## src/rtl/spi_cs_pkg.sv

```systemverilog
package spi_cs_pkg;
  localparam int unsigned NCS = 4;

  localparam logic [3:0] ADDR_CTRL     = 4'd0;
  localparam logic [3:0] ADDR_MODE     = 4'd1;
  localparam logic [3:0] ADDR_STAT     = 4'd2;
  localparam logic [3:0] ADDR_TXD      = 4'd3;
  localparam logic [3:0] ADDR_RXD      = 4'd4;
  localparam logic [3:0] ADDR_CFG_BASE = 4'd8;

  localparam int unsigned MODE_PCS_LSB = 4;
  localparam int unsigned TX_PCS_LSB   = 16;
  localparam int unsigned CFG_CNT_LSB  = 16;

  typedef enum logic [1:0] {
    ENG_IDLE = 2'd0,
    ENG_LEAD = 2'd1,
    ENG_HIGH = 2'd2,
    ENG_LOW  = 2'd3
  } eng_state_e;
endpackage

```

## src/rtl/spi_cs_select.sv

```systemverilog
module spi_cs_select
  import spi_cs_pkg::*;
#(
  parameter int unsigned IDX_W = $clog2(NCS)
) (
  input  logic             var_sel,
  input  logic             decode,
  input  logic [NCS-1:0]   mode_pcs,
  input  logic [NCS-1:0]   tx_pcs,
  output logic [NCS-1:0]   lines,
  output logic [IDX_W-1:0] cfg_idx,
  output logic             valid
);
  logic [NCS-1:0]   code;
  logic [IDX_W-1:0] low_zero;
  logic             found;

  always_comb begin
    code     = var_sel ? tx_pcs : mode_pcs;
    low_zero = '0;
    found    = 1'b0;
    for (int i = 0; i < NCS; i++) begin
      if (!found && !code[i]) begin
        low_zero = IDX_W'(i);
        found    = 1'b1;
      end
    end
    valid = found;
    if (!found)
      lines = '1;
    else if (decode)
      lines = code;
    else
      lines = ~(NCS'(1) << low_zero);
    cfg_idx = decode ? code[IDX_W-1:0] : low_zero;
  end
endmodule

```

## src/rtl/spi_cs_engine.sv

```systemverilog
module spi_cs_engine
  import spi_cs_pkg::*;
#(
  parameter int unsigned DATA_W = 8,
  parameter int unsigned DIV_W  = 8,
  parameter int unsigned CNT_W  = $clog2(DATA_W)
) (
  input  logic              clk,
  input  logic              rst_n,
  input  logic              start,
  input  logic              abort,
  input  logic [DATA_W-1:0] tx_data,
  input  logic [NCS-1:0]    lines,
  input  logic [DIV_W-1:0]  half_div,
  input  logic [CNT_W-1:0]  bits_m1,
  input  logic              miso,
  output logic              sck,
  output logic              mosi,
  output logic [NCS-1:0]    cs_q,
  output logic              busy,
  output logic              done,
  output logic [DATA_W-1:0] rx_data
);
  localparam logic [DIV_W-1:0] DIV_ONE = DIV_W'(1);
  localparam logic [CNT_W-1:0] CNT_ONE = CNT_W'(1);
  localparam logic [CNT_W-1:0] CNT_TOP = CNT_W'(DATA_W - 1);

  eng_state_e        st_q, st_d;
  logic [DIV_W-1:0]  cnt_q, cnt_d, half_q, half_d, eff_half;
  logic [CNT_W-1:0]  left_q, left_d;
  logic [DATA_W-1:0] sh_q, sh_d, rx_q, rx_d;
  logic [NCS-1:0]    cs_d;
  logic              sck_q, sck_d, tick;

  assign eff_half = (half_div == '0) ? DIV_ONE : half_div;
  assign tick     = (cnt_q == '0);

  always_comb begin
    st_d   = st_q;
    cnt_d  = cnt_q;
    half_d = half_q;
    left_d = left_q;
    sh_d   = sh_q;
    rx_d   = rx_q;
    sck_d  = sck_q;
    cs_d   = cs_q;
    done   = 1'b0;
    unique case (st_q)
      ENG_IDLE: begin
        if (start) begin
          st_d   = ENG_LEAD;
          cs_d   = lines;
          sh_d   = tx_data << (CNT_TOP - bits_m1);
          rx_d   = '0;
          left_d = bits_m1;
          half_d = eff_half;
          cnt_d  = eff_half - DIV_ONE;
        end
      end
      ENG_LEAD: begin
        if (tick) begin
          st_d  = ENG_HIGH;
          sck_d = 1'b1;
          rx_d  = {rx_q[DATA_W-2:0], miso};
          cnt_d = half_q - DIV_ONE;
        end else begin
          cnt_d = cnt_q - DIV_ONE;
        end
      end
      ENG_HIGH: begin
        if (tick) begin
          st_d  = ENG_LOW;
          sck_d = 1'b0;
          sh_d  = {sh_q[DATA_W-2:0], 1'b0};
          cnt_d = half_q - DIV_ONE;
        end else begin
          cnt_d = cnt_q - DIV_ONE;
        end
      end
      ENG_LOW: begin
        if (tick) begin
          if (left_q == '0) begin
            st_d = ENG_IDLE;
            cs_d = '1;
            done = 1'b1;
          end else begin
            st_d   = ENG_HIGH;
            left_d = left_q - CNT_ONE;
            sck_d  = 1'b1;
            rx_d   = {rx_q[DATA_W-2:0], miso};
            cnt_d  = half_q - DIV_ONE;
          end
        end else begin
          cnt_d = cnt_q - DIV_ONE;
        end
      end
      default: st_d = ENG_IDLE;
    endcase
    if (abort) begin
      st_d  = ENG_IDLE;
      sck_d = 1'b0;
      cs_d  = '1;
      done  = 1'b0;
    end
  end

  always_ff @(posedge clk or negedge rst_n) begin
    if (!rst_n) begin
      st_q   <= ENG_IDLE;
      cnt_q  <= '0;
      half_q <= DIV_ONE;
      left_q <= '0;
      sh_q   <= '0;
      rx_q   <= '0;
      sck_q  <= 1'b0;
      cs_q   <= '1;
    end else begin
      st_q   <= st_d;
      cnt_q  <= cnt_d;
      half_q <= half_d;
      left_q <= left_d;
      sh_q   <= sh_d;
      rx_q   <= rx_d;
      sck_q  <= sck_d;
      cs_q   <= cs_d;
    end
  end

  assign sck     = sck_q;
  assign mosi    = sh_q[DATA_W-1];
  assign busy    = (st_q != ENG_IDLE);
  assign rx_data = rx_q;

  // the select pattern holds for the whole transfer
  a_r7_cs_hold: assert property (@(posedge clk) disable iff (!rst_n)
    (busy && $past(busy)) |-> $stable(cs_q));
  // every SCK rise falls inside an asserted select window
  a_r6_sck_in_window: assert property (@(posedge clk) disable iff (!rst_n)
    $rose(sck) |-> (busy && cs_q != '1));
endmodule

```

## src/rtl/spi_cs_regs.sv

```systemverilog
module spi_cs_regs
  import spi_cs_pkg::*;
#(
  parameter int unsigned DATA_W = 8,
  parameter int unsigned DIV_W  = 8,
  parameter int unsigned CNT_W  = $clog2(DATA_W),
  parameter int unsigned IDX_W  = $clog2(NCS)
) (
  input  logic                        clk,
  input  logic                        rst_n,
  input  logic                        bus_wr,
  input  logic                        bus_rd,
  input  logic [3:0]                  bus_addr,
  input  logic [31:0]                 bus_wdata,
  output logic [31:0]                 bus_rdata,
  input  logic                        nss_n,
  input  logic                        busy,
  input  logic                        done,
  input  logic                        sel_valid,
  input  logic [NCS-1:0]              eng_cs,
  input  logic [DATA_W-1:0]           eng_rx,
  output logic                        start,
  output logic                        en,
  output logic                        master,
  output logic                        var_sel,
  output logic                        decode,
  output logic [NCS-1:0]              mode_pcs,
  output logic [NCS-1:0][DIV_W-1:0]   cfg_div,
  output logic [NCS-1:0][CNT_W-1:0]   cfg_cnt
);
  logic                      en_q, en_d, modf_q, modf_d, full_q, full_d;
  logic                      nss_s1, nss_s2, fault;
  logic [2:0]                mflags_q, mflags_d;
  logic [NCS-1:0]            mpcs_q, mpcs_d;
  logic [NCS-1:0]            rx_cs_q, rx_cs_d;
  logic [DATA_W-1:0]         rx_q, rx_d;
  logic [NCS-1:0][DIV_W-1:0] div_q, div_d;
  logic [NCS-1:0][CNT_W-1:0] cnt_q, cnt_d;
  logic [NCS-1:0]            cfg_hit;
  logic [3:0]                cfg_off;
  logic                      wr_ctrl, wr_mode, wr_tx, rd_stat, rd_rx;
  logic                      wdata_unused;

  assign wr_ctrl      = bus_wr && bus_addr == ADDR_CTRL;
  assign wr_mode      = bus_wr && bus_addr == ADDR_MODE;
  assign wr_tx        = bus_wr && bus_addr == ADDR_TXD;
  assign rd_stat      = bus_rd && bus_addr == ADDR_STAT;
  assign rd_rx        = bus_rd && bus_addr == ADDR_RXD;
  assign wdata_unused = ^bus_wdata;

  for (genvar g = 0; g < NCS; g++) begin : g_cfg_hit
    assign cfg_hit[g] = bus_wr && bus_addr == (ADDR_CFG_BASE + 4'(g));
  end

  assign master   = mflags_q[0];
  assign var_sel  = mflags_q[1];
  assign decode   = mflags_q[2];
  assign mode_pcs = mpcs_q;
  assign en       = en_q;
  assign cfg_div  = div_q;
  assign cfg_cnt  = cnt_q;
  assign fault    = master && en_q && !nss_s2;
  assign start    = wr_tx && en_q && master && !busy && sel_valid;

  always_comb begin
    en_d     = en_q;
    modf_d   = modf_q;
    full_d   = full_q;
    mflags_d = mflags_q;
    mpcs_d   = mpcs_q;
    rx_d     = rx_q;
    rx_cs_d  = rx_cs_q;
    div_d    = div_q;
    cnt_d    = cnt_q;
    if (wr_ctrl) begin
      if (bus_wdata[1])      en_d = 1'b0;
      else if (bus_wdata[0]) en_d = 1'b1;
    end
    if (fault) en_d = 1'b0;
    if (fault)        modf_d = 1'b1;
    else if (rd_stat) modf_d = 1'b0;
    if (done) begin
      full_d  = 1'b1;
      rx_d    = eng_rx;
      rx_cs_d = eng_cs;
    end else if (rd_rx) begin
      full_d = 1'b0;
    end
    if (wr_mode) begin
      mflags_d = bus_wdata[2:0];
      mpcs_d   = bus_wdata[MODE_PCS_LSB +: NCS];
    end
    for (int i = 0; i < NCS; i++) begin
      if (cfg_hit[i]) begin
        div_d[i] = bus_wdata[DIV_W-1:0];
        cnt_d[i] = bus_wdata[CFG_CNT_LSB +: CNT_W];
      end
    end
  end

  always_ff @(posedge clk or negedge rst_n) begin
    if (!rst_n) begin
      en_q     <= 1'b0;
      modf_q   <= 1'b0;
      full_q   <= 1'b0;
      mflags_q <= '0;
      mpcs_q   <= '1;
      rx_q     <= '0;
      rx_cs_q  <= '1;
      div_q    <= '0;
      cnt_q    <= '1;
      nss_s1   <= 1'b1;
      nss_s2   <= 1'b1;
    end else begin
      en_q     <= en_d;
      modf_q   <= modf_d;
      full_q   <= full_d;
      mflags_q <= mflags_d;
      mpcs_q   <= mpcs_d;
      rx_q     <= rx_d;
      rx_cs_q  <= rx_cs_d;
      div_q    <= div_d;
      cnt_q    <= cnt_d;
      nss_s1   <= nss_n;
      nss_s2   <= nss_s1;
    end
  end

  assign cfg_off = bus_addr - ADDR_CFG_BASE;

  always_comb begin
    bus_rdata = '0;
    unique case (bus_addr)
      ADDR_MODE: begin
        bus_rdata[2:0] = mflags_q;
        bus_rdata[MODE_PCS_LSB +: NCS] = mpcs_q;
      end
      ADDR_STAT: bus_rdata[3:0] = {en_q, full_q, busy, modf_q};
      ADDR_RXD: begin
        bus_rdata[DATA_W-1:0] = rx_q;
        bus_rdata[TX_PCS_LSB +: NCS] = rx_cs_q;
      end
      default: begin
        if (cfg_off < 4'(NCS)) begin
          bus_rdata[DIV_W-1:0] = div_q[cfg_off[IDX_W-1:0]];
          bus_rdata[CFG_CNT_LSB +: CNT_W] = cnt_q[cfg_off[IDX_W-1:0]];
        end
      end
    endcase
  end

  // a newly latched fault always comes with the enable dropped
  a_r10_fault_disables: assert property (@(posedge clk) disable iff (!rst_n)
    $rose(modf_q) |-> !en_q);
  // the fault flag survives until a status read
  a_r11_modf_sticky: assert property (@(posedge clk) disable iff (!rst_n)
    ($past(modf_q) && !$past(rd_stat)) |-> modf_q);
  // enable only returns through a control write
  a_r11_reenable_by_ctrl: assert property (@(posedge clk) disable iff (!rst_n)
    $rose(en_q) |-> $past(wr_ctrl));
endmodule

```

## src/rtl/spi_cs_master.sv

```systemverilog
module spi_cs_master
  import spi_cs_pkg::*;
#(
  parameter int unsigned DATA_W = 8,
  parameter int unsigned DIV_W  = 8
) (
  input  logic        clk,
  input  logic        rst_n,
  input  logic        bus_wr,
  input  logic        bus_rd,
  input  logic [3:0]  bus_addr,
  input  logic [31:0] bus_wdata,
  output logic [31:0] bus_rdata,
  output logic        sck,
  output logic        mosi,
  input  logic        miso,
  output logic [3:0]  cs_n,
  input  logic        nss_n
);
  localparam int unsigned CNT_W = $clog2(DATA_W);
  localparam int unsigned IDX_W = $clog2(NCS);

  logic                      start, en, master, var_sel, decode;
  logic                      busy, done, sel_valid, abort;
  logic [NCS-1:0]            mode_pcs, sel_lines, eng_cs;
  logic [IDX_W-1:0]          sel_idx;
  logic [DATA_W-1:0]         eng_rx;
  logic [NCS-1:0][DIV_W-1:0] cfg_div;
  logic [NCS-1:0][CNT_W-1:0] cfg_cnt;

  spi_cs_regs #(.DATA_W(DATA_W), .DIV_W(DIV_W), .CNT_W(CNT_W), .IDX_W(IDX_W)) u_regs (
    .clk(clk), .rst_n(rst_n), .bus_wr(bus_wr), .bus_rd(bus_rd),
    .bus_addr(bus_addr), .bus_wdata(bus_wdata), .bus_rdata(bus_rdata),
    .nss_n(nss_n), .busy(busy), .done(done), .sel_valid(sel_valid),
    .eng_cs(eng_cs), .eng_rx(eng_rx), .start(start), .en(en),
    .master(master), .var_sel(var_sel), .decode(decode),
    .mode_pcs(mode_pcs), .cfg_div(cfg_div), .cfg_cnt(cfg_cnt)
  );

  spi_cs_select #(.IDX_W(IDX_W)) u_sel (
    .var_sel(var_sel), .decode(decode), .mode_pcs(mode_pcs),
    .tx_pcs(bus_wdata[TX_PCS_LSB +: NCS]), .lines(sel_lines),
    .cfg_idx(sel_idx), .valid(sel_valid)
  );

  assign abort = !(en && master);

  spi_cs_engine #(.DATA_W(DATA_W), .DIV_W(DIV_W), .CNT_W(CNT_W)) u_eng (
    .clk(clk), .rst_n(rst_n), .start(start), .abort(abort),
    .tx_data(bus_wdata[DATA_W-1:0]), .lines(sel_lines),
    .half_div(cfg_div[sel_idx]), .bits_m1(cfg_cnt[sel_idx]),
    .miso(miso), .sck(sck), .mosi(mosi), .cs_q(eng_cs),
    .busy(busy), .done(done), .rx_data(eng_rx)
  );

  assign cs_n = master ? eng_cs : '1;

  // no line low while the engine is idle
  a_r7_idle_high: assert property (@(posedge clk) disable iff (!rst_n)
    !busy |-> cs_n == '1);
  // a transfer begins only when enabled in master mode
  a_r12_start_gate: assert property (@(posedge clk) disable iff (!rst_n)
    $rose(busy) |-> $past(en && master));
  // a direct-mode start pulls exactly one line low
  a_r4_direct_onehot: assert property (@(posedge clk) disable iff (!rst_n)
    ($rose(busy) && !$past(decode)) |-> $countones(~cs_n) == 1);
endmodule

```

## config.mk

```make
export PLATFORM = sky130hd
export DESIGN_NAME = spi_cs_master
export DESIGN_NICKNAME = d
export VERILOG_FILES = /design/src/rtl/spi_cs_pkg.sv /design/src/rtl/spi_cs_select.sv /design/src/rtl/spi_cs_engine.sv /design/src/rtl/spi_cs_regs.sv /design/src/rtl/spi_cs_master.sv
export SDC_FILE = /design/constraint.sdc
export NUM_CORES = 1
export LEC_CHECK = 0
export ABC_AREA = 1
export BUFFER_PORTS_ARGS = -buffer_cell sky130_fd_sc_hd__buf_4
export CAP_MARGIN = 25
export CORE_UTILIZATION = 48
export CTS_BUF_LIST = sky130_fd_sc_hd__clkbuf_8
export CTS_CLUSTER_DIAMETER = 80
export DETAILED_ROUTE_END_ITERATION = 7
export GPL_ROUTABILITY_DRIVEN = 0
export PLACE_DENSITY = 0.71
export RECOVER_POWER = 100
export SLEW_MARGIN = 20
export SYNTH_ARGS = -nofsm -noshare
export SYNTH_HDL_FRONTEND = slang
export SYNTH_SLANG_ARGS = --single-unit
```

## constraint.sdc

```tcl
create_clock -name clk -period 3.5 [get_ports clk]
set_input_delay 0.35 -clock clk [delete_from_list [all_inputs] [get_ports clk]]
set_output_delay 0.35 -clock clk [all_outputs]
set_load 0.02 [all_outputs]
```

Word level (Yosys, flattened, before mapping)
Cells that the tools add are included.
{"block": "word_totals", "ff_bits": 110, "latchBits": 0, "mem_bits_rw": 0, "romBits": 0, "in_bits": 42, "elab_cells": 186, "n_memories": 0}
{"block": "op_classes", "add_sub_neg": 6, "n_mul": 0, "n_div": 0, "order_cmp": 3, "n_eq_ne": 25, "shift": 2, "n_mux": 75, "n_bitwise": 1, "n_reduce_logical": 49}
{"op": "$mux 8", "count": 14}
{"op": "$pmux 8 s3", "count": 2}
{"op": "$bmux 8 s2", "count": 2}
{"op": "$mux 4", "count": 8}
{"op": "$sub 8x1->8 const B", "count": 3}
{"op": "$mux 1", "count": 23}
{"op": "$logic_and 1x1->1", "count": 18}
{"op": "$mux 2", "count": 9}
{"op": "$mux 3", "count": 6}
{"op": "$eq 4x4->1 const B", "count": 4}
{"op": "$logic_not 8->1", "count": 2}
{"op": "$pmux 8 s2", "count": 1}
{"op": "$bmux 3 s2", "count": 2}
{"op": "$ne 3x2->1 const B", "count": 4}
{"op": "$pmux 3 s2", "count": 2}
{"op": "$pmux 4 s3", "count": 1}
{"op": "$reduce_and 4->1", "count": 3}
{"op": "$reduce_bool 2->1", "count": 6}
{"op": "$reduce_and 5->1", "count": 2}
{"op": "$ne 3x3->1 const B", "count": 3}
{"op": "$pmux 3 s3", "count": 1}
{"op": "$eq 4x2->1 const B", "count": 2}
{"op": "$pmux 2 s4", "count": 1}
{"op": "$pmux 4 s2", "count": 1}
{"op": "other kinds (25)", "count": 41}

Longest topological paths before layout
{"block": "logic_depth", "ltp_word": 18, "depth_mapped": 22, "depth_no_buf": 21}

Hierarchy
A second synthesis with hierarchy kept.
{"block": "hier_totals", "hier_cells": 982, "hier_area_um2": 6747.7}
{"module": "spi_cs_regs", "n_inst": 1, "cells_per_inst": 482, "area_per_inst_um2": 3588.4, "seq_area_each_um2": 1729.2}
{"module": "spi_cs_engine", "n_inst": 1, "cells_per_inst": 333, "area_per_inst_um2": 2461.1, "seq_area_each_um2": 1057.3}
{"module": "spi_cs_master", "n_inst": 1, "cells_per_inst": 138, "area_per_inst_um2": 569.3, "seq_area_each_um2": 0.0}
{"module": "spi_cs_select", "n_inst": 1, "cells_per_inst": 29, "area_per_inst_um2": 128.9, "seq_area_each_um2": 0.0}

Worst setup path after synthesis
No wires, ideal clock.
{"block": "synth_path", "path_kind": "register -> register", "start": "register u_regs.mpcs_q[1], in the netlist u_regs.mode_pcs[1]", "end": "register u_eng.cnt_q[6]", "setup_ps": 125, "arrival_ps": 2367, "required_ps": 3375, "slack_ps": 1008, "stages_incl_launch_ff": 21, "synth_period_minus_slack_ps": 2492, "path_cell_list": "dfstp_2 > inv_1 > o21ai_4 > nand4_1 > nand2_2 > nand2_4 > buf_8 > nand2_2 > nand3_4 > nand2_2 > nand2_1 > nor2_2 > nand2_2 > nand3_2 > nand2_4 > ha_1 > nand2_2 > nor2_4 > nand2_1 > xor2_1 > o21ai_1"}
{"block": "synth_between", "elab_chain_len": 18, "elab_cells_between_ends": 24}
{"element": "start, declared", "line_no": "spi_cs_regs.sv:34", "rtl": "logic [NCS-1:0] mpcs_q, mpcs_d;"}
{"element": "start signal, assigned", "line_no": "spi_cs_regs.sv:119", "rtl": "mpcs_q <= mpcs_d;"}
{"element": "$mux 4 (*)", "line_no": "spi_cs_select.sv:19", "rtl": "code = var_sel ? tx_pcs : mode_pcs;"}
{"element": "$logic_not 1->1", "line_no": "spi_cs_select.sv:23", "rtl": "if (!found && !code[i]) begin"}
{"element": "$logic_and 1x1->1", "line_no": "spi_cs_select.sv:23"}
{"element": "$mux 1", "line_no": "spi_cs_select.sv:23"}
{"element": "$logic_not 1->1", "line_no": "spi_cs_select.sv:23"}
{"element": "$logic_and 1x1->1", "line_no": "spi_cs_select.sv:23"}
{"element": "$mux 1", "line_no": "spi_cs_select.sv:23"}
{"element": "$logic_not 1->1", "line_no": "spi_cs_select.sv:23"}
{"element": "[2 not listed]"}
{"element": "$mux 2", "line_no": "spi_cs_select.sv:35", "rtl": "cfg_idx = decode ? code[IDX_W-1:0] : low_zero;"}
{"element": "$bmux 8 s2", "line_no": "spi_cs_master.sv:51", "rtl": ".half_div(cfg_div[sel_idx]), .bits_m1(cfg_cnt[sel_idx]),"}
{"element": "$mux 8 (not written as such)", "line_no": "spi_cs_master.sv:51"}
{"element": "$logic_not 8->1", "line_no": "spi_cs_engine.sv:35", "rtl": "assign eff_half = (half_div == '0) ? DIV_ONE : half_div;"}
{"element": "$mux 8", "line_no": "spi_cs_engine.sv:35"}
{"element": "$sub 8x1->8", "line_no": "spi_cs_engine.sv:57", "rtl": "cnt_d = eff_half - DIV_ONE;"}
{"element": "$mux 8", "line_no": "spi_cs_engine.sv:50", "rtl": "if (start) begin"}
{"element": "$pmux 8 s3", "line_no": "spi_cs_engine.sv:48", "rtl": "unique case (st_q)"}
{"element": "end signal, assigned", "line_no": "spi_cs_engine.sv:119", "rtl": "cnt_q <= cnt_d;"}
{"element": "end, declared", "line_no": "spi_cs_engine.sv:29", "rtl": "logic [DIV_W-1:0] cnt_q, cnt_d, half_q, half_d, eff_half;"}
Mark *: on every way between the ends. The rest lies on a longest branch, timed or not. The select of a mux whose other input is x is not followed.
A chain may end at the register's enable or synchronous reset.

Worst setup path in the final report
{"block": "layout_path", "start": "register u_regs.mflags_q[1]", "end": "register u_eng.sh_q[6]"}
{"block": "layout_between", "elab_chain_len": 17, "elab_cells_between_ends": 26}
{"element": "start, declared", "line_no": "spi_cs_regs.sv:33", "rtl": "logic [2:0] mflags_q, mflags_d;"}
{"element": "start signal, assigned", "line_no": "spi_cs_regs.sv:118", "rtl": "mflags_q <= mflags_d;"}
{"element": "$mux 4 (*)", "line_no": "spi_cs_select.sv:19"}
{"element": "$logic_not 1->1", "line_no": "spi_cs_select.sv:23"}
{"element": "$logic_and 1x1->1", "line_no": "spi_cs_select.sv:23"}
{"element": "$mux 1", "line_no": "spi_cs_select.sv:23"}
{"element": "$logic_not 1->1", "line_no": "spi_cs_select.sv:23"}
{"element": "$logic_and 1x1->1", "line_no": "spi_cs_select.sv:23"}
{"element": "$mux 1", "line_no": "spi_cs_select.sv:23"}
{"element": "$logic_not 1->1", "line_no": "spi_cs_select.sv:23"}
{"element": "$logic_and 1x1->1", "line_no": "spi_cs_select.sv:23"}
{"element": "$mux 2", "line_no": "spi_cs_select.sv:23"}
{"element": "$mux 2", "line_no": "spi_cs_select.sv:35"}
{"element": "$bmux 3 s2", "line_no": "spi_cs_master.sv:51"}
{"element": "$mux 3 (not written as such)", "line_no": "spi_cs_master.sv:51"}
{"element": "$sub 3x3->3", "line_no": "spi_cs_engine.sv:53", "rtl": "sh_d = tx_data << (CNT_TOP - bits_m1);"}
{"element": "$shl 8x3->8", "line_no": "spi_cs_engine.sv:53"}
{"element": "$mux 8", "line_no": "spi_cs_engine.sv:50"}
{"element": "$pmux 8 s2", "line_no": "spi_cs_engine.sv:48"}
{"element": "end signal, assigned", "line_no": "spi_cs_engine.sv:113", "rtl": "sh_q <= '0;"}
{"element": "end signal, assigned", "line_no": "spi_cs_engine.sv:122", "rtl": "sh_q <= sh_d;"}
{"element": "end, declared", "line_no": "spi_cs_engine.sv:31", "rtl": "logic [DATA_W-1:0] sh_q, sh_d, rx_q, rx_d;"}
Marked as above.

==> results_tabular.tex <==
\begin{tabular}{lr}
\hline
Metric & Value \\
\hline
\multicolumn{2}{l}{\textbf{Yosys}} \\
\quad Cell types with the highest counts after synthesis & sky130\_fd\_sc\_hd\_\_nand2\_1 (190), sky130\_fd\_sc\_hd\_\_inv\_1 (126), sky130\_fd\_sc\_hd\_\_o21ai\_0 (122) \\
\quad Yosys Warn Count & 0 \\
\quad Most instantiated flip-flop cell in the synthesis netlist & sky130\_fd\_sc\_hd\_\_dfrtp\_1 \\
\quad Area of the mapped netlist & 6580 um\^{}2 \\
\quad Post-synth top area share & 31.6\% \\
\quad Cells taking the most area after synthesis & sky130\_fd\_sc\_hd\_\_dfrtp\_1 (32\%), sky130\_fd\_sc\_hd\_\_nand2\_1 (11\%), sky130\_fd\_sc\_hd\_\_dfstp\_2 (11\%), sky130\_fd\_sc\_hd\_\_o21ai\_0 (9.3\%), sky130\_fd\_sc\_hd\_\_inv\_1 (7.2\%) \\
\quad Count of different cell masters after synthesis & 52 \\
\quad Cell with the most instances after synthesis & sky130\_fd\_sc\_hd\_\_nand2\_1 \\
\quad Post-synth EDFFs & 0 \\
\quad Async set-or-reset flop fraction in the synthesized netlist & 100\% \\
\quad Cell type contributing the most total cell area after synthesis & sky130\_fd\_sc\_hd\_\_dfrtp\_1 \\
\quad Flip-flop and latch count after synthesis & 110 \\
\quad Cell count after synthesis & 849 \\
\quad Mean area per synthesized cell & 7.75 um\^{}2 \\
\quad Sequential fraction of the synthesis area & 42.3\% \\
\multicolumn{2}{l}{\textbf{Critical path}} \\
\quad Minimum setup slack among reg-to-reg paths & 0.44 ns \\
\quad Required time of the critical path & 3.84 ns \\
\quad Critical Path Fanout Max & 25 \\
\quad Kind of end point of the critical path & flop \\
\quad Slowest cell on the critical path & sky130\_fd\_sc\_hd\_\_dfrtp\_1 \\
\quad Cell with the most instances on the worst path & sky130\_fd\_sc\_hd\_\_nand2\_1 \\
\quad Startpoint Class & flop \\
\quad Cell-by-cell trace of the critical path & nand2\_1 -> nand2\_1 -> nand4\_1 -> nand2\_1 -> nand2\_4 -> inv\_4 -> nand2\_1 -> nand3\_1 -> nand2\_1 -> o21ai\_0 -> o21ai\_0 -> or2\_0 -> nand3\_1 -> nand2\_1 -> inv\_1 \\
\quad Path type of the worst setup path & flop to flop \\
\quad Arr. time, crit path & 3.40 ns \\
\quad RR Endpoint & u\_eng.sh\_q[6] \\
\quad Slowest Stage Delay on Critical Path & 0.60 ns \\
\quad Number of cells on the worst reg-to-reg path & 15 \\
\quad Crit Reg-Reg Startpoint & u\_regs.mflags\_q[1] \\
\multicolumn{2}{l}{\textbf{Clocking}} \\
\quad Clk\_lat worst skew & 0.40 ns \\
\quad Buffer count from post-CTS setup fixing & 0 \\
\quad CTS Buf Count & 9 \\
\quad Max H-tree Level & 3 \\
\quad Clock tree from TritonCTS & built \\
\quad Clk root buf & sky130\_fd\_sc\_hd\_\_clkbuf\_8 \\
\quad Max Root-Sink Buffers & 2 \\
\quad TritonCTS Sinks & 110 \\
\quad CTS clock-pin slew for the worst setup and hold paths & 0.10 ns \\
\multicolumn{2}{l}{\textbf{Drt}} \\
\quad Number of nets with antenna violations after routing & 0 \\
\quad Average vias per placed instance & 5.28 \\
\quad Total number of vias & 5,592 \\
\quad Starting DRC count in detailed routing & 476 \\
\quad Post-DR wirelength/cell & 15.6 um \\
\quad Number of detailed-route iterations in the first pass & 6 \\
\quad Total wire length & 16,500 um \\
\quad Remaining DRCs & 0 \\
\multicolumn{2}{l}{\textbf{Timing}} \\
\quad Max Clk Rate & 327 MHz \\
\quad Setup WS post-layout & 0.438 ns \\
\quad Largest clock skew in the final design & 0.0119 ns \\
\quad Post-route fraction of the period consumed by the critical path & 87.5\% \\
\quad Count of final max-slew check failures & 44 \\
\quad Final critical delay including setup and external delays & 3.06 ns \\
\quad RSZ-0062 raised after global routing & false \\
\quad Count of final hold-check violations & 0 \\
\quad Max transition margin & -67.9\% \\
\quad Worst-margin pin slew & 2.52 ns \\
\quad Setup tns final & 0 ns \\
\quad Final setup vio count & 0 \\
\multicolumn{2}{l}{\textbf{Worst hold path}} \\
\quad Classification of the worst-slack hold path & primary input to flop \\
\quad Source of the worst hold timing path & nss\_n \\
\quad Min-Delay Path Depth & 1 \\
\quad Worst-case hold path end point & u\_regs.nss\_s1 \\
\multicolumn{2}{l}{\textbf{Layout}} \\
\quad Post-layout nets & 929 \\
\quad Footprint of the multi-input gates & 3000 um\^{}2 \\
\quad Number of cells in the finished layout apart from fillers & 1,060 \\
\quad Count of filler cells inserted in the layout & 1,334 \\
\quad Antenna Diode Count & 0 \\
\quad Post-synthesis to final-layout area growth & 7.36\% \\
\quad Fraction of final layout cells with drive strength greater than 1 & 15.4\% \\
\quad Register Area & 2790 um\^{}2 \\
\multicolumn{2}{l}{\textbf{Global routing}} \\
\quad Total global routing track utilization & 25.0\% \\
\quad Residual overflow from global routing & 0 \\
\quad Global-route wire length before repair & 27,300 um \\
\quad Largest net degree at the start of global routing & 45 \\
\quad Via count of the first global-routing pass & 5,224 \\
\quad Antenna violations before repair & 0 \\
\multicolumn{2}{l}{\textbf{Floorplan}} \\
\quad Core area & 13,300 um\^{}2 \\
\quad Effective utilization at floorplan & 49.5\% \\
\quad IO Pins & 80 \\
\quad Number of placement rows & 42 \\
\quad Height of the chip & 119 um \\
\quad Horizontal die dimension & 119 um \\
\quad Die Outline Area & 14,200 um\^{}2 \\
\multicolumn{2}{l}{\textbf{Power and ir drop}} \\
\quad Power density normalized to cell area & 611 nW/um\^{}2 \\
\quad Internal Dissipation & 2510 uW \\
\quad Logic pwr share & 39.8\% \\
\quad IR drop worst, VDD & 0.329 mV \\
\quad Switching Fraction & 41.8\% \\
\quad P\_leak & 0.00341 uW \\
\quad Flop pwr share & 41.8\% \\
\quad Switching Power & 1800 uW \\
\quad Share of total power in the clock network & 18.4\% \\
\quad Power after layout & 4310 uW \\
\multicolumn{2}{l}{\textbf{Placed design}} \\
\quad Placed wire-length estimate after detailed placement & 12,100 um \\
\quad \# port buffers & 39 \\
\quad Cell Count Post-Placement & 1,043 \\
\quad Worst setup slack after placement & 0.552 ns \\
\multicolumn{2}{l}{\textbf{Run}} \\
\quad Max-cap violations & 1 \\
\multicolumn{2}{l}{\textbf{Status}} \\
\quad Result of the run & finished, violations left \\
\quad Failing checks & capacitance limit, slew limit \\
\hline
\end{tabular}
## per-stage QoR
step                      utilization, %  instance area (um^2)  hold WS [ns]
after floorplan                        -                  6650        0.0544
after global placement              52.3                  6950         0.347
after detailed placement            52.3                  6950         0.348
after CTS                           53.9                  7160        0.0370
after global routing                53.1                  7070        0.0332
final                               53.1                  7070        0.0515
## metal layers
metal	vias up	wire (um)	track usage (%)	share of wire [%]
li1	2760	-	-	-
met2	179	7460	38.2	45
met1	2618	7530	34.3	46
met3	35	976	5.70	5.9
met5	-	0	0	0
met4	0	514	9.65	3.1
## layout by cell type, fill, tap and decap left out, types with 2 or more instances in the layout
cell	Yosys	final
sky130_fd_sc_hd__conb_1	1	20
sky130_fd_sc_hd__clkbuf_4	0	2
sky130_fd_sc_hd__o21ai_0	122	126
sky130_fd_sc_hd__o2111ai_1	4	4
sky130_fd_sc_hd__dfstp_2	27	24
sky130_fd_sc_hd__ha_1	8	8
sky130_fd_sc_hd__nor2_2	3	2
sky130_fd_sc_hd__nand3_2	8	7
sky130_fd_sc_hd__a22oi_1	3	3
sky130_fd_sc_hd__o221ai_1	3	3
sky130_fd_sc_hd__inv_2	7	7
sky130_fd_sc_hd__dfrtp_1	83	83
sky130_fd_sc_hd__clkinv_4	0	3
sky130_fd_sc_hd__nand2_4	6	6
sky130_fd_sc_hd__o21bai_1	2	2
sky130_fd_sc_hd__inv_1	126	126
sky130_fd_sc_hd__a211oi_1	3	3
sky130_fd_sc_hd__a31oi_1	2	2
sky130_fd_sc_hd__o22ai_1	15	15
sky130_fd_sc_hd__nor2_1	35	36
sky130_fd_sc_hd__clkbuf_8	0	13
sky130_fd_sc_hd__nand2_1	190	193
sky130_fd_sc_hd__nand2_2	23	20
sky130_fd_sc_hd__dfstp_1	0	3
sky130_fd_sc_hd__nand3_1	48	49
sky130_fd_sc_hd__buf_4	21	28
sky130_fd_sc_hd__a21oi_1	16	16
sky130_fd_sc_hd__o211ai_1	8	8
sky130_fd_sc_hd__nor2_4	3	3
sky130_fd_sc_hd__clkbuf_1	23	22
sky130_fd_sc_hd__or2_2	2	2
sky130_fd_sc_hd__a21oi_2	3	3
sky130_fd_sc_hd__nand4_1	4	4
sky130_fd_sc_hd__o211ai_2	4	4
sky130_fd_sc_hd__nand3_4	2	2
sky130_fd_sc_hd__o21ai_1	16	12
sky130_fd_sc_hd__o31ai_1	3	3
## sequential cells by signal (all words and copies together) (netlist names), 2 cells and up
| signal | flops |
|---|---|
| u_eng.left_q | 3 |
| u_eng.cs_q | 4 |
| u_eng.st_q | 2 |
| u_regs.mflags_q | 3 |
| u_regs.rx_cs_q | 4 |
| u_eng.rx_data | 8 |
| u_eng.half_q | 8 |
| u_eng.cnt_q | 8 |
| u_regs.mode_pcs | 4 |
| u_eng.sh_q | 8 |
| u_regs.cfg_div | 32 |
| u_regs.cfg_cnt | 12 |
| u_regs.rx_q | 8 |
## final cells by class
cell class / instances / area share, %
multi-input cells: 569 / 42.5
clock inverters: 3 / 0.372
well taps: 176 / 3.12
clock buffers: 13 / 2.53
repair buffers: 54 / 4.78
inverters: 135 / 7.28
flip-flops and latches: 110 / 39.4
## logic make-up (layout without fill, tap and decap cells)
kind of cell | Yosys count | in the layout | synth area share (%)
other | 1 | 20 | 0.0570
and+or+nand+nor | 327 | 327 | 23.5
AOI/OAI and AO/OA | 211 | 211 | 19.3
adders and majority gates | 8 | 8 | 1.52
DFF | 110 | 110 | 42.3
xor gates and xnor gates | 2 | 2 | 0.266
buffers and inverters | 189 | 205 | 12.9
muxes | 1 | 1 | 0.152
## worst max path at each step
stage,from,end,slack [ns],depth (start not counted)
floorplan,u_regs.mode_pcs[1],u_eng.cnt_q[6],1.01,20
detailed placement,u_regs.mflags_q[1],u_eng.cnt_q[6],0.55,18
CTS,u_regs.mflags_q[1],u_eng.cnt_q[6],0.55,18
global placement,u_regs.mflags_q[1],u_eng.cnt_q[6],0.59,18
finish,u_regs.mflags_q[1],u_eng.sh_q[6],0.44,15
global route,u_regs.mflags_q[1],u_eng.sh_q[6],0.15,15
## power by group through the flow
stage | registers [uW] | logic [uW] | clock network [uW]
global placement | 1820 | 1720 | 0
floorplan | 1760 | 1390 | 0
finish | 1800 | 1720 | 793
CTS | 1810 | 1750 | 813
global route | 1840 | 1950 | 857
detailed placement | 1820 | 1750 | 0
## critical path, delay by kind of cell (launching register included)
| kind | cells | cell delay [ns] |
|---|---|---|
| AO/OA/AOI/OAI | 2 | 0.60 |
| buffers and inverters | 2 | 0.22 |
| flip-flops | 1 | 0.60 |
| AND/OR/NAND/NOR | 11 | 1.57 |
## repair_timing
action | 4_1_cts | 5_1_grt
hold buffers | 1 | 0
endpoints found under the hold margin | 33 | 0
setup endpoints to repair | 0 | 0
resized for setup | 0 | 0
No activity file was read; power rests on OpenSTA's default activity.
